===== src/rtl/fip_pkg.sv =====
package fip_pkg;

   typedef enum logic [1:0] {
      FIP_LOAD  = 2'd0,
      FIP_CALC  = 2'd1,
      FIP_DRAIN = 2'd2
   } fip_phase_e;

   function automatic int fip_max(input int x, input int y);
      return (x > y) ? x : y;
   endfunction

endpackage


===== src/rtl/fip_pair_corr.sv =====
// Correction sum of one vector: sum over pairs p of v[2p] * v[2p+1].
module fip_pair_corr #(
   parameter int DW    = 8,
   parameter int KP    = 8,
   parameter int SUM_W = 21
) (
   input  logic [KP*DW-1:0]        vec,
   output logic signed [SUM_W-1:0] corr
);
   localparam int PAIRS = KP / 2;
   localparam int CP_W  = 2 * DW;

   logic signed [CP_W-1:0] cp [PAIRS];

   for (genvar p = 0; p < PAIRS; p++) begin : g_cp
      logic signed [DW-1:0] lo;
      logic signed [DW-1:0] hi;
      assign lo    = $signed(vec[2*p*DW +: DW]);
      assign hi    = $signed(vec[(2*p+1)*DW +: DW]);
      assign cp[p] = CP_W'(lo) * CP_W'(hi);
   end

   always_comb begin
      corr = '0;
      for (int p = 0; p < PAIRS; p++) begin
         corr = corr + SUM_W'(cp[p]);
      end
   end
endmodule


===== src/rtl/fip_pair_dot.sv =====
// Sum over pairs of (a[2p] + b[2p+1]) * (a[2p+1] + b[2p]).
module fip_pair_dot #(
   parameter int DW    = 8,
   parameter int KP    = 8,
   parameter int SUM_W = 21
) (
   input  logic [KP*DW-1:0]        a_vec,
   input  logic [KP*DW-1:0]        b_vec,
   output logic signed [SUM_W-1:0] dot
);
   localparam int PAIRS  = KP / 2;
   localparam int PRE_W  = DW + 1;
   localparam int PROD_W = 2 * PRE_W;

   logic signed [PROD_W-1:0] prod [PAIRS];

   for (genvar p = 0; p < PAIRS; p++) begin : g_pair
      logic signed [DW-1:0]    a0, a1, b0, b1;
      logic signed [PRE_W-1:0] s0, s1;
      assign a0 = $signed(a_vec[2*p*DW +: DW]);
      assign a1 = $signed(a_vec[(2*p+1)*DW +: DW]);
      assign b0 = $signed(b_vec[2*p*DW +: DW]);
      assign b1 = $signed(b_vec[(2*p+1)*DW +: DW]);
      assign s0 = PRE_W'(a0) + PRE_W'(b1);
      assign s1 = PRE_W'(a1) + PRE_W'(b0);
      assign prod[p] = PROD_W'(s0) * PROD_W'(s1);
   end

   always_comb begin
      dot = '0;
      for (int p = 0; p < PAIRS; p++) begin
         dot = dot + SUM_W'(prod[p]);
      end
   end
endmodule


===== src/rtl/fip_acc_bank.sv =====
// One accumulator per output element; a write either adds to or replaces the entry.
module fip_acc_bank #(
   parameter int ACC_W  = 24,
   parameter int CELLS  = 16,
   parameter int CELL_W = 4
) (
   input  logic                    clk,
   input  logic                    rst_n,
   input  logic                    clr,
   input  logic                    wr_en,
   input  logic                    keep,
   input  logic [CELL_W-1:0]       wr_idx,
   input  logic signed [ACC_W-1:0] wr_val,
   input  logic [CELL_W-1:0]       rd_idx,
   output logic signed [ACC_W-1:0] rd_val
);
   logic signed [ACC_W-1:0] mem [CELLS];

   always_ff @(posedge clk or negedge rst_n) begin
      if (!rst_n) begin
         for (int c = 0; c < CELLS; c++) mem[c] <= '0;
      end else if (clr) begin
         for (int c = 0; c < CELLS; c++) mem[c] <= '0;
      end else if (wr_en) begin
         mem[wr_idx] <= (keep ? mem[wr_idx] : '0) + wr_val;
      end
   end

   assign rd_val = mem[rd_idx];
endmodule


===== src/rtl/fip_matmul.sv =====
module fip_matmul
   import fip_pkg::*;
#(
   parameter int DW    = 8,
   parameter int ROWS  = 4,
   parameter int COLS  = 4,
   parameter int KD    = 8,
   parameter int ACC_W = 24
) (
   input  logic                clk,
   input  logic                rst_n,
   input  logic                clr,
   input  logic                acc_en,
   input  logic                a_valid,
   output logic                a_ready,
   input  logic [KD*DW-1:0]    a_data,
   input  logic                b_valid,
   output logic                b_ready,
   input  logic [KD*DW-1:0]    b_data,
   output logic                o_valid,
   input  logic                o_ready,
   output logic [ACC_W-1:0]    o_data,
   output logic                o_last
);
   localparam int KP     = KD + (KD % 2);
   localparam int PAIRS  = KP / 2;
   localparam int PROD_W = 2 * (DW + 1);
   localparam int SUM_W  = PROD_W + $clog2(PAIRS) + 1;
   localparam int WIDE   = fip_max(SUM_W + 2, ACC_W);
   localparam int CELLS  = ROWS * COLS;
   localparam int CELL_W = $clog2(CELLS);
   localparam int RIDX_W = $clog2(ROWS);
   localparam int CIDX_W = $clog2(COLS);
   localparam int ACNT_W = $clog2(ROWS + 1);
   localparam int BCNT_W = $clog2(COLS + 1);

   // elaboration-time parameter checks
   if (DW < 2) begin : g_bad_dw
      $error("fip_matmul: DW must be at least 2");
   end
   if (ROWS < 2 || COLS < 2) begin : g_bad_tile
      $error("fip_matmul: ROWS and COLS must be at least 2");
   end
   if (KD < 1) begin : g_bad_kd
      $error("fip_matmul: KD must be at least 1");
   end
   if (ACC_W < 2 * DW + $clog2(KD) + 1) begin : g_bad_acc
      $error("fip_matmul: ACC_W too narrow for one tile");
   end

   // zero pad to an even shared length
   logic [KP*DW-1:0] a_pad, b_pad;
   if (KD % 2 == 1) begin : g_pad
      assign a_pad = {{DW{1'b0}}, a_data};
      assign b_pad = {{DW{1'b0}}, b_data};
   end else begin : g_nopad
      assign a_pad = a_data;
      assign b_pad = b_data;
   end

   // corrections formed while operands stream in
   logic signed [SUM_W-1:0] a_corr, b_corr;

   fip_pair_corr #(.DW(DW), .KP(KP), .SUM_W(SUM_W)) u_acorr (
      .vec  (a_pad),
      .corr (a_corr)
   );

   fip_pair_corr #(.DW(DW), .KP(KP), .SUM_W(SUM_W)) u_bcorr (
      .vec  (b_pad),
      .corr (b_corr)
   );

   // operand and correction storage
   fip_phase_e              phase;
   logic [KP*DW-1:0]        row_q   [ROWS];
   logic signed [SUM_W-1:0] rcorr_q [ROWS];
   logic [KP*DW-1:0]        col_q   [COLS];
   logic signed [SUM_W-1:0] ccorr_q [COLS];
   logic [ACNT_W-1:0]       a_cnt;
   logic [BCNT_W-1:0]       b_cnt;
   logic [RIDX_W-1:0]       ci;
   logic [CIDX_W-1:0]       cj;
   logic [CELL_W-1:0]       ce;
   logic [CELL_W-1:0]       oe;
   logic                    keep_q;

   logic a_fire, b_fire, o_fire, loaded;

   assign a_ready = (phase == FIP_LOAD) && (a_cnt < ACNT_W'(ROWS));
   assign b_ready = (phase == FIP_LOAD) && (b_cnt < BCNT_W'(COLS));
   assign a_fire  = a_valid && a_ready;
   assign b_fire  = b_valid && b_ready;
   assign loaded  = (a_cnt == ACNT_W'(ROWS)) && (b_cnt == BCNT_W'(COLS));
   assign o_valid = (phase == FIP_DRAIN);
   assign o_last  = o_valid && (oe == CELL_W'(CELLS - 1));
   assign o_fire  = o_valid && o_ready;

   always_ff @(posedge clk or negedge rst_n) begin
      if (!rst_n) begin
         phase  <= FIP_LOAD;
         a_cnt  <= '0;
         b_cnt  <= '0;
         ci     <= '0;
         cj     <= '0;
         ce     <= '0;
         oe     <= '0;
         keep_q <= 1'b0;
         for (int r = 0; r < ROWS; r++) begin
            row_q[r]   <= '0;
            rcorr_q[r] <= '0;
         end
         for (int c = 0; c < COLS; c++) begin
            col_q[c]   <= '0;
            ccorr_q[c] <= '0;
         end
      end else if (clr) begin
         phase  <= FIP_LOAD;
         a_cnt  <= '0;
         b_cnt  <= '0;
         ci     <= '0;
         cj     <= '0;
         ce     <= '0;
         oe     <= '0;
         keep_q <= 1'b0;
         for (int r = 0; r < ROWS; r++) rcorr_q[r] <= '0;
         for (int c = 0; c < COLS; c++) ccorr_q[c] <= '0;
      end else begin
         case (phase)
            FIP_LOAD: begin
               if (a_fire) begin
                  row_q[a_cnt[RIDX_W-1:0]]   <= a_pad;
                  rcorr_q[a_cnt[RIDX_W-1:0]] <= a_corr;
                  a_cnt <= a_cnt + 1'b1;
               end
               if (b_fire) begin
                  col_q[b_cnt[CIDX_W-1:0]]   <= b_pad;
                  ccorr_q[b_cnt[CIDX_W-1:0]] <= b_corr;
                  b_cnt <= b_cnt + 1'b1;
               end
               if (loaded) begin
                  phase  <= FIP_CALC;
                  keep_q <= acc_en;
                  ci     <= '0;
                  cj     <= '0;
                  ce     <= '0;
               end
            end
            FIP_CALC: begin
               if (cj == CIDX_W'(COLS - 1)) begin
                  cj <= '0;
                  ci <= ci + 1'b1;
               end else begin
                  cj <= cj + 1'b1;
               end
               ce <= ce + 1'b1;
               if (ce == CELL_W'(CELLS - 1)) begin
                  phase <= FIP_DRAIN;
                  oe    <= '0;
               end
            end
            FIP_DRAIN: begin
               if (o_fire) begin
                  oe <= oe + 1'b1;
                  if (o_last) begin
                     phase <= FIP_LOAD;
                     a_cnt <= '0;
                     b_cnt <= '0;
                  end
               end
            end
            default: phase <= FIP_LOAD;
         endcase
      end
   end

   // one output element per compute cycle
   logic signed [SUM_W-1:0] dot;
   logic signed [WIDE-1:0]  tile_full;
   logic signed [ACC_W-1:0] tile_val;
   logic signed [ACC_W-1:0] rd_val;

   fip_pair_dot #(.DW(DW), .KP(KP), .SUM_W(SUM_W)) u_dot (
      .a_vec (row_q[ci]),
      .b_vec (col_q[cj]),
      .dot   (dot)
   );

   assign tile_full = WIDE'(dot) - WIDE'(rcorr_q[ci]) - WIDE'(ccorr_q[cj]);
   assign tile_val  = $signed(tile_full[ACC_W-1:0]);

   fip_acc_bank #(.ACC_W(ACC_W), .CELLS(CELLS), .CELL_W(CELL_W)) u_bank (
      .clk    (clk),
      .rst_n  (rst_n),
      .clr    (clr),
      .wr_en  (phase == FIP_CALC),
      .keep   (keep_q),
      .wr_idx (ce),
      .wr_val (tile_val),
      .rd_idx (oe),
      .rd_val (rd_val)
   );

   assign o_data = rd_val;
endmodule


===== config.mk =====
export PLATFORM = sky130hd
export DESIGN_NAME = fip_matmul
export DESIGN_NICKNAME = d
export VERILOG_FILES = /design/src/rtl/fip_pkg.sv /design/src/rtl/fip_pair_corr.sv /design/src/rtl/fip_pair_dot.sv /design/src/rtl/fip_acc_bank.sv /design/src/rtl/fip_matmul.sv
export SDC_FILE = /design/constraint.sdc
export NUM_CORES = 2
export LEC_CHECK = 0
export BUFFER_PORTS_ARGS = -buffer_cell sky130_fd_sc_hd__buf_2
export CAP_MARGIN = 20
export CORE_MARGIN = 3
export CORE_UTILIZATION = 40
export DETAILED_ROUTE_END_ITERATION = 10
export PLACE_DENSITY = 0.66
export REMOVE_ABC_BUFFERS = 1
export SLEW_MARGIN = 20
export SYNTH_ARGS = -nofsm -noshare
export SYNTH_HDL_FRONTEND = slang
export SYNTH_SLANG_ARGS = --single-unit

===== constraint.sdc =====
create_clock -name clk -period 34.4 [get_ports clk]
set_clock_uncertainty 0.15 [all_clocks]
set_input_delay 6.88 -clock clk [delete_from_list [all_inputs] [get_ports clk]]
set_output_delay 6.88 -clock clk [all_outputs]
set_load 0.02 [all_outputs]

; ---- Yosys cells after proc, flatten, opt, wreduce, memory -nomap -nowiden
; Index checks and enable logic that the tools add are counted.
[word_totals]
reg_bits = 1085
inputBits = 135
out_inout_bits = 28
elab_cells = 213
[op_classes]
magnitude_cmp = 11
n_addsub = 26
bitwise_logic = 7
n_mul = 12
reduce_logical = 30
n_eq_ne = 14
mux = 73
[op_table]
columns = operator, count
row1 = $mux W384, 2
row2 = $bwmux W256, 2
row3 = $mux W84, 6
row4 = $bwmux W384, 1
row5 = $mux W64, 6
row6 = $bmux W64 S2, 2
row7 = $demux W64 S2, 2
row8 = $bmux W24 S4, 2
row9 = $bwmux W84, 2
row10 = $mux W24, 6
row11 = $mul A8 B8 Y16, 8
row12 = $mux W21, 6
row13 = $demux W24 S4, 1
row14 = $bmux W21 S2, 2
row15 = $demux W21 S2, 2
row16 = $add A8 B8 Y9, 8
row17 = $mul A9 B9 Y18, 4
row18 = $add A21 B16 Y21, 2
row19 = $add A17 B16 Y18, 2
row20 = $add A16 B16 Y17, 2
row21 = $add A24 B24 Y24, 1
row22 = $sub A22 B21 Y23, 1
row23 = $sub A21 B21 Y22, 1
row24 = $add A21 B18 Y21, 1
row25 = other kinds (34), 101

; ---- Depth between registers and ports, before layout
[logic_depth]
word_depth = 15
depth_mapped = 65
ltp_nobuf = 62

; ---- By module
; Synthesis repeated with hierarchy kept, for this count alone.
[hier_totals]
cells_unflattened = 7656
hier_area_um2 = 91066.1
[by_module_without_submodules]
columns = mod, n_inst, cells_per_inst, area_per_inst_um2, seq_area_each_um2
row1 = fip_matmul, 1, 2194, 32004.4, 17541.8
row2 = fip_pair_corr, 2, 1142, 11136.9, 0.0
row3 = fip_acc_bank, 1, 1476, 20823.7, 9609.2
row4 = fip_pair_dot, 1, 1702, 15964.1, 0.0

; ---- Worst setup path after synthesis
; No wires, ideal clock.
[synth_path]
path_kind = input to register
startpoint = in a_data[11]
endpoint = reg rcorr_q[20] (netlist name)
t_required_ns = 34.184
arrival_time_ns = 16.609
n_path_buf = 1
setup_slack_ns = 17.575
setup_time_ns = 0.066
path_stages = 37
cell_sequence = clkbuf_1 > nand2_1 > fa_1 > inv_1 > fa_1 > inv_1 > fa_1 > inv_1 > fa_1 > inv_1 > fa_1 > fa_1 > inv_1 > fa_1 > ha_1 > a21oi_1 > o21ai_0 > a211oi_1 > o31ai_1 > or4_1 > nand2_1 > xnor2_1 > fa_1 > inv_1 > fa_1 > inv_1 > fa_1 > inv_1 > fa_1 > ha_1 > ha_1 > or3_1 > a311oi_1 > o31ai_1 > or4_1 > nand3_1 > a22o_1
[synth_via]
elab_chain_len = 8
[synth_lines]
columns = item, line
row1 = start: declaration, fip_matmul.sv:16  ; input logic [KD*DW-1:0] a_data,
row2 = $mul A8 B8 Y16, fip_pair_corr.sv:20  ; assign cp[p] = CP_W'(lo) * CP_W'(hi);
row3 = $add A16 B16 Y17, fip_pair_corr.sv:26  ; corr = corr + SUM_W'(cp[p]);
row4 = $add A17 B16 Y18, fip_pair_corr.sv:26
row5 = $add A21 B16 Y21, fip_pair_corr.sv:26
row6 = $bwmux W84, fip_matmul.sv:133  ; rcorr_q[a_cnt[RIDX_W-1:0]] <= a_corr;
row7 = $mux W84, fip_matmul.sv:131  ; if (a_fire) begin
row8 = $mux W84, fip_matmul.sv:129  ; case (phase)
row9 = $mux W84, fip_matmul.sv:117  ; end else if (clr) begin
row10 = end signal: indexed assignment, fip_matmul.sv:133
row11 = end: declaration, fip_matmul.sv:77  ; logic signed [SUM_W-1:0] rcorr_q [ROWS];
; No other way between the ends. The select of a mux whose other input is x is not followed.
; A chain may end at the register's enable or synchronous reset.

; ---- Worst setup path in the final report
[layout_path]
startpoint = reg ci[0]
endpoint = reg u_bank.mem[239] (netlist name)
[layout_via]
elab_chain_len = 15
elab_cells_between_ends = 28
classes_between = add/sub (14) / mul (4) / mux (9) / bitwise (1)
[layout_lines]
columns = item, line
row1 = start: declaration, fip_matmul.sv:82  ; logic [RIDX_W-1:0] ci;
row2 = start signal: assignment, fip_matmul.sv:152  ; ci <= ci + 1'b1;
row3 = $not A2 Y3 (not written as such) *, "fip_matmul.sv:184, fip_matmul.sv:189"
row4 = $bmux W64 S2, fip_matmul.sv:184  ; .a_vec (row_q[ci]),
row5 = $mux W64 (not written as such) (2 in series), fip_matmul.sv:184
row6 = "$add A8 B8 Y9, on equally long branches", "fip_pair_dot.sv:24, fip_pair_dot.sv:25"
row7 = $mul A9 B9 Y18, fip_pair_dot.sv:26  ; assign prod[p] = PROD_W'(s0) * PROD_W'(s1);
row8 = $add A18 B18 Y19, fip_pair_dot.sv:32  ; dot = dot + SUM_W'(prod[p]);
row9 = $add A19 B18 Y20, fip_pair_dot.sv:32
row10 = $add A21 B18 Y21, fip_pair_dot.sv:32
row11 = $sub A21 B21 Y22 *, fip_matmul.sv:189  ; assign tile_full = WIDE'(dot) - WIDE'(rcorr_q[ci]) - WIDE'(ccorr_q[cj]);
row12 = $sub A22 B21 Y23 *, fip_matmul.sv:189
row13 = $add A24 B24 Y24 *, fip_acc_bank.sv:25  ; mem[wr_idx] <= (keep ? mem[wr_idx] : '0) + wr_val;
row14 = $bwmux W384 *, fip_acc_bank.sv:25
row15 = $mux W384 *, fip_acc_bank.sv:24  ; end else if (wr_en) begin
row16 = $mux W384 *, fip_acc_bank.sv:22  ; end else if (clr) begin
row17 = end signal: indexed assignment, fip_acc_bank.sv:25
row18 = end: declaration, fip_acc_bank.sv:17  ; logic signed [ACC_W-1:0] mem [CELLS];
; Every way passes the cells marked *; elsewhere a longest branch is shown, timed or not. The select of a mux whose other input is x is not followed.

==> results.toml <==
[clocking]
post_cts_resized = 0
numCtsBuffers = 118
cts-root-buf = "clkbuf_16"
cts_setup_buffers = 0
h-tree-depth = 3
cts_num_sinks = 1085
cts_hold_buf = 0
cts_tree = "built"
clockBufferDepth = 3
cts.clk_slew.worst_paths_ps = 60
clock_latency_ps = 890

[floorplan]
start_util = 0.402
die_area_sq_um = 235000
dieWidth_microns = 485
core_sq_um = 228000
num_rows = 175
io_pins = 163
dieHeight_microns = 485

[finish]
drive_gt1_frac = 0.105
area_growth_syn_to_layout_pct = 8.88
final_common_cell = "nand2_1"
fillers = 21180
layout_common_cells = "nand2_1 (2,003), inv_1 (1,198), dfrtp_1 (1,076)"
finish.net_count = 10487

[placed_design]
gp_congestion = 0.955
hpwl_mm = 198
portBuffers = 162

[worst_setup_path]
r2r_end = "u_bank.mem[239]"
r2r_start = "ci[0]"
critical_path_required_ps = 34870
arrival_ps = 18270
critPathSlowestCell = "dfrtp_4"
start_kind = "flip-flop"
critPathCaptureType = "flip-flop"
max_stage_delay_ps = 830
r2r_slack_ps = 16600
critPathMaxFanout = 33
critical_path_class = "reg -> reg"
crit_top_cell = "fa_1"
rr_worst_depth = 59

[detailed_routing]
drc = 0
viasPerCell = 5.63
vias = 67062
first_pass_iters = 6
ant_nets = 0
drt-wirelength-per-cell_microns = 23.0
drtIter0Drc = 6170
wl_mm = 274

[sta]
final.setup.tns_ps = 0
maxSlewHeadroom = 0.185
drv_slew = 0
rsz0062_at_grt = "false"
period_share = 0.517
max_clock_freq_mhz = 56.2
worst_pin_slew_ps = 1220
hold_viol = 0
setup_viol = 0
fin_crit_ps = 17800

[synthesis]
synth_top_area_frac = 0.296
synth_top_family_by_area = "adder cells"
ys_warn_count = 0
synth_xor_area_frac = 0.0230
async_flop_share = 1.00
ys_top_cells_by_area = "dfrtp_1 (30%), fa_1 (23%), mux4_2 (8.3%)"
synth_fa_ha_area_frac = 0.299
syn_area_per_cell_sq_um = 10.3
synth_top_flop_cell = "dfrtp_1"
synth-compound-area-share = 0.0871
synth-seq-cells = 1085
synthSimpleGateAreaFrac = 0.130
synth_cells = 8904
synth-edff-count = 0
yosysUniqueCellTypes = 68
synthMuxAreaShare = 0.0946
synth.largest_area_cell = "dfrtp_1"
synth_area_sq_um = 91700
ys_seq_area_frac = 0.296

[worst_hold_path]
hold_start = "col_q[82]"
whs_path_depth = 2
hp-class = "reg -> reg"
worstHoldEndpoint = "col_q[82]"

[global_route]
grt_pass1_wl_mm = 426
grt_use_total = 0.234
antenna_found_initial = 16
grt_pass1_vias = 70606
grt_overflow_total = 0
grt_max_degree = 187

[status]
status = "completed"

[run]
drv_cap = 0
-- worst max-delay path: cells and delay by family (launching register included) --
kind / cells / cell delay (ps)
adders and majority gates: 17 / 7510
AOI/OAI and AO/OA: 20 / 4420
buffers and inverters: 11 / 1900
and+or+nand+nor: 6 / 1180
xor gates and xnor gates: 4 / 930
DFF: 1 / 830
muxes: 1 / 620
-- synth_stat cells (all sizes together) (25+ instances only) --
cell type	instances
nand2	2011
inv	1198
dfrtp	1085
fa	1053
ha	507
a22o	484
clkbuf	428
and2	352
mux4	337
o21ai	211
nor2	187
xnor2	185
a21oi	175
mux2i	79
nand2b	71
buf	67
xor2	56
a21o	49
nor2b	42
o21bai	34
nor3	30
a22oi	26
mux2	26
nand3	26
a221oi	25
-- logic make-up after synthesis --
family / Yosys count
XOR/XNOR: 241
adder cells (fa/ha/maj): 1560
buffers and inverters: 1693
AO/OA/AOI/OAI: 1095
flip-flops: 1085
AND/OR/NAND/NOR: 2788
multiplexers: 442
-- registers in the layout, summed over array words and instances, names as in the netlist --
register	flops
u_bank.mem	384
col_q	256
row_q	256
ccorr_q	84
rcorr_q	84
ce	4
oe	4
a_cnt	3
b_cnt	3
ci	2
cj	2
phase	2
keep_q	1
-- through the flow --
step                worst slack (ps)  instance area (sq um)   util  cells  hold WS, ps
finish                         16600                  99800  0.438  11920          318
global route                   15580                  99800  0.438  11917          334
CTS                            16570                  99600  0.438  11901          322
detailed placement             16630                  95400  0.419  11678          307
global placement               16810                  95400  0.419  11678          302
floorplan                      16250                  89800      -   8409          290
-- metal layers --
layer | part of all wire | vias to the layer above | routed length, microns | global-route usage
met5 | 0 | - | 0 | 0
li1 | - | 28589 | - | -
met3 | 0.079 | 577 | 21700 | 0.0424
met2 | 0.47 | 2873 | 129000 | 0.375
met1 | 0.41 | 35023 | 112000 | 0.315
met4 | 0.042 | 0 | 11500 | 0.0918
-- worst max path at each step --
stage | start | to | slack (ps) | depth (start not counted)
3_3_place_gp | ci[0] | u_bank.mem[188] | 16810 | 58
4_1_cts | ci[0] | u_bank.mem[239] | 16570 | 59
6_report | ci[0] | u_bank.mem[239] | 16600 | 59
5_1_grt | ci[0] | u_bank.mem[239] | 15580 | 59
3_5_place_dp | ci[0] | u_bank.mem[287] | 16630 | 59
2_1_floorplan | ci[0] | u_bank.mem[215] | 16250 | 57
-- layout make-up --
type                    instances  area, sq um  area share
well taps                    3009         3760      0.0377
diodes                         16         40.0    0.000401
clock buffers                 166         3340      0.0335
repair buffers                263         1660      0.0167
multi-input cells            6126        58400       0.586
flip-flops and latches       1085        27200       0.272
clock inverters                57          867     0.00869
inverters                    1198         4500      0.0451
Power is left out: the tool's default activity adds up to more than one toggle a clock period on the data nets, which glitch-free logic cannot reach.
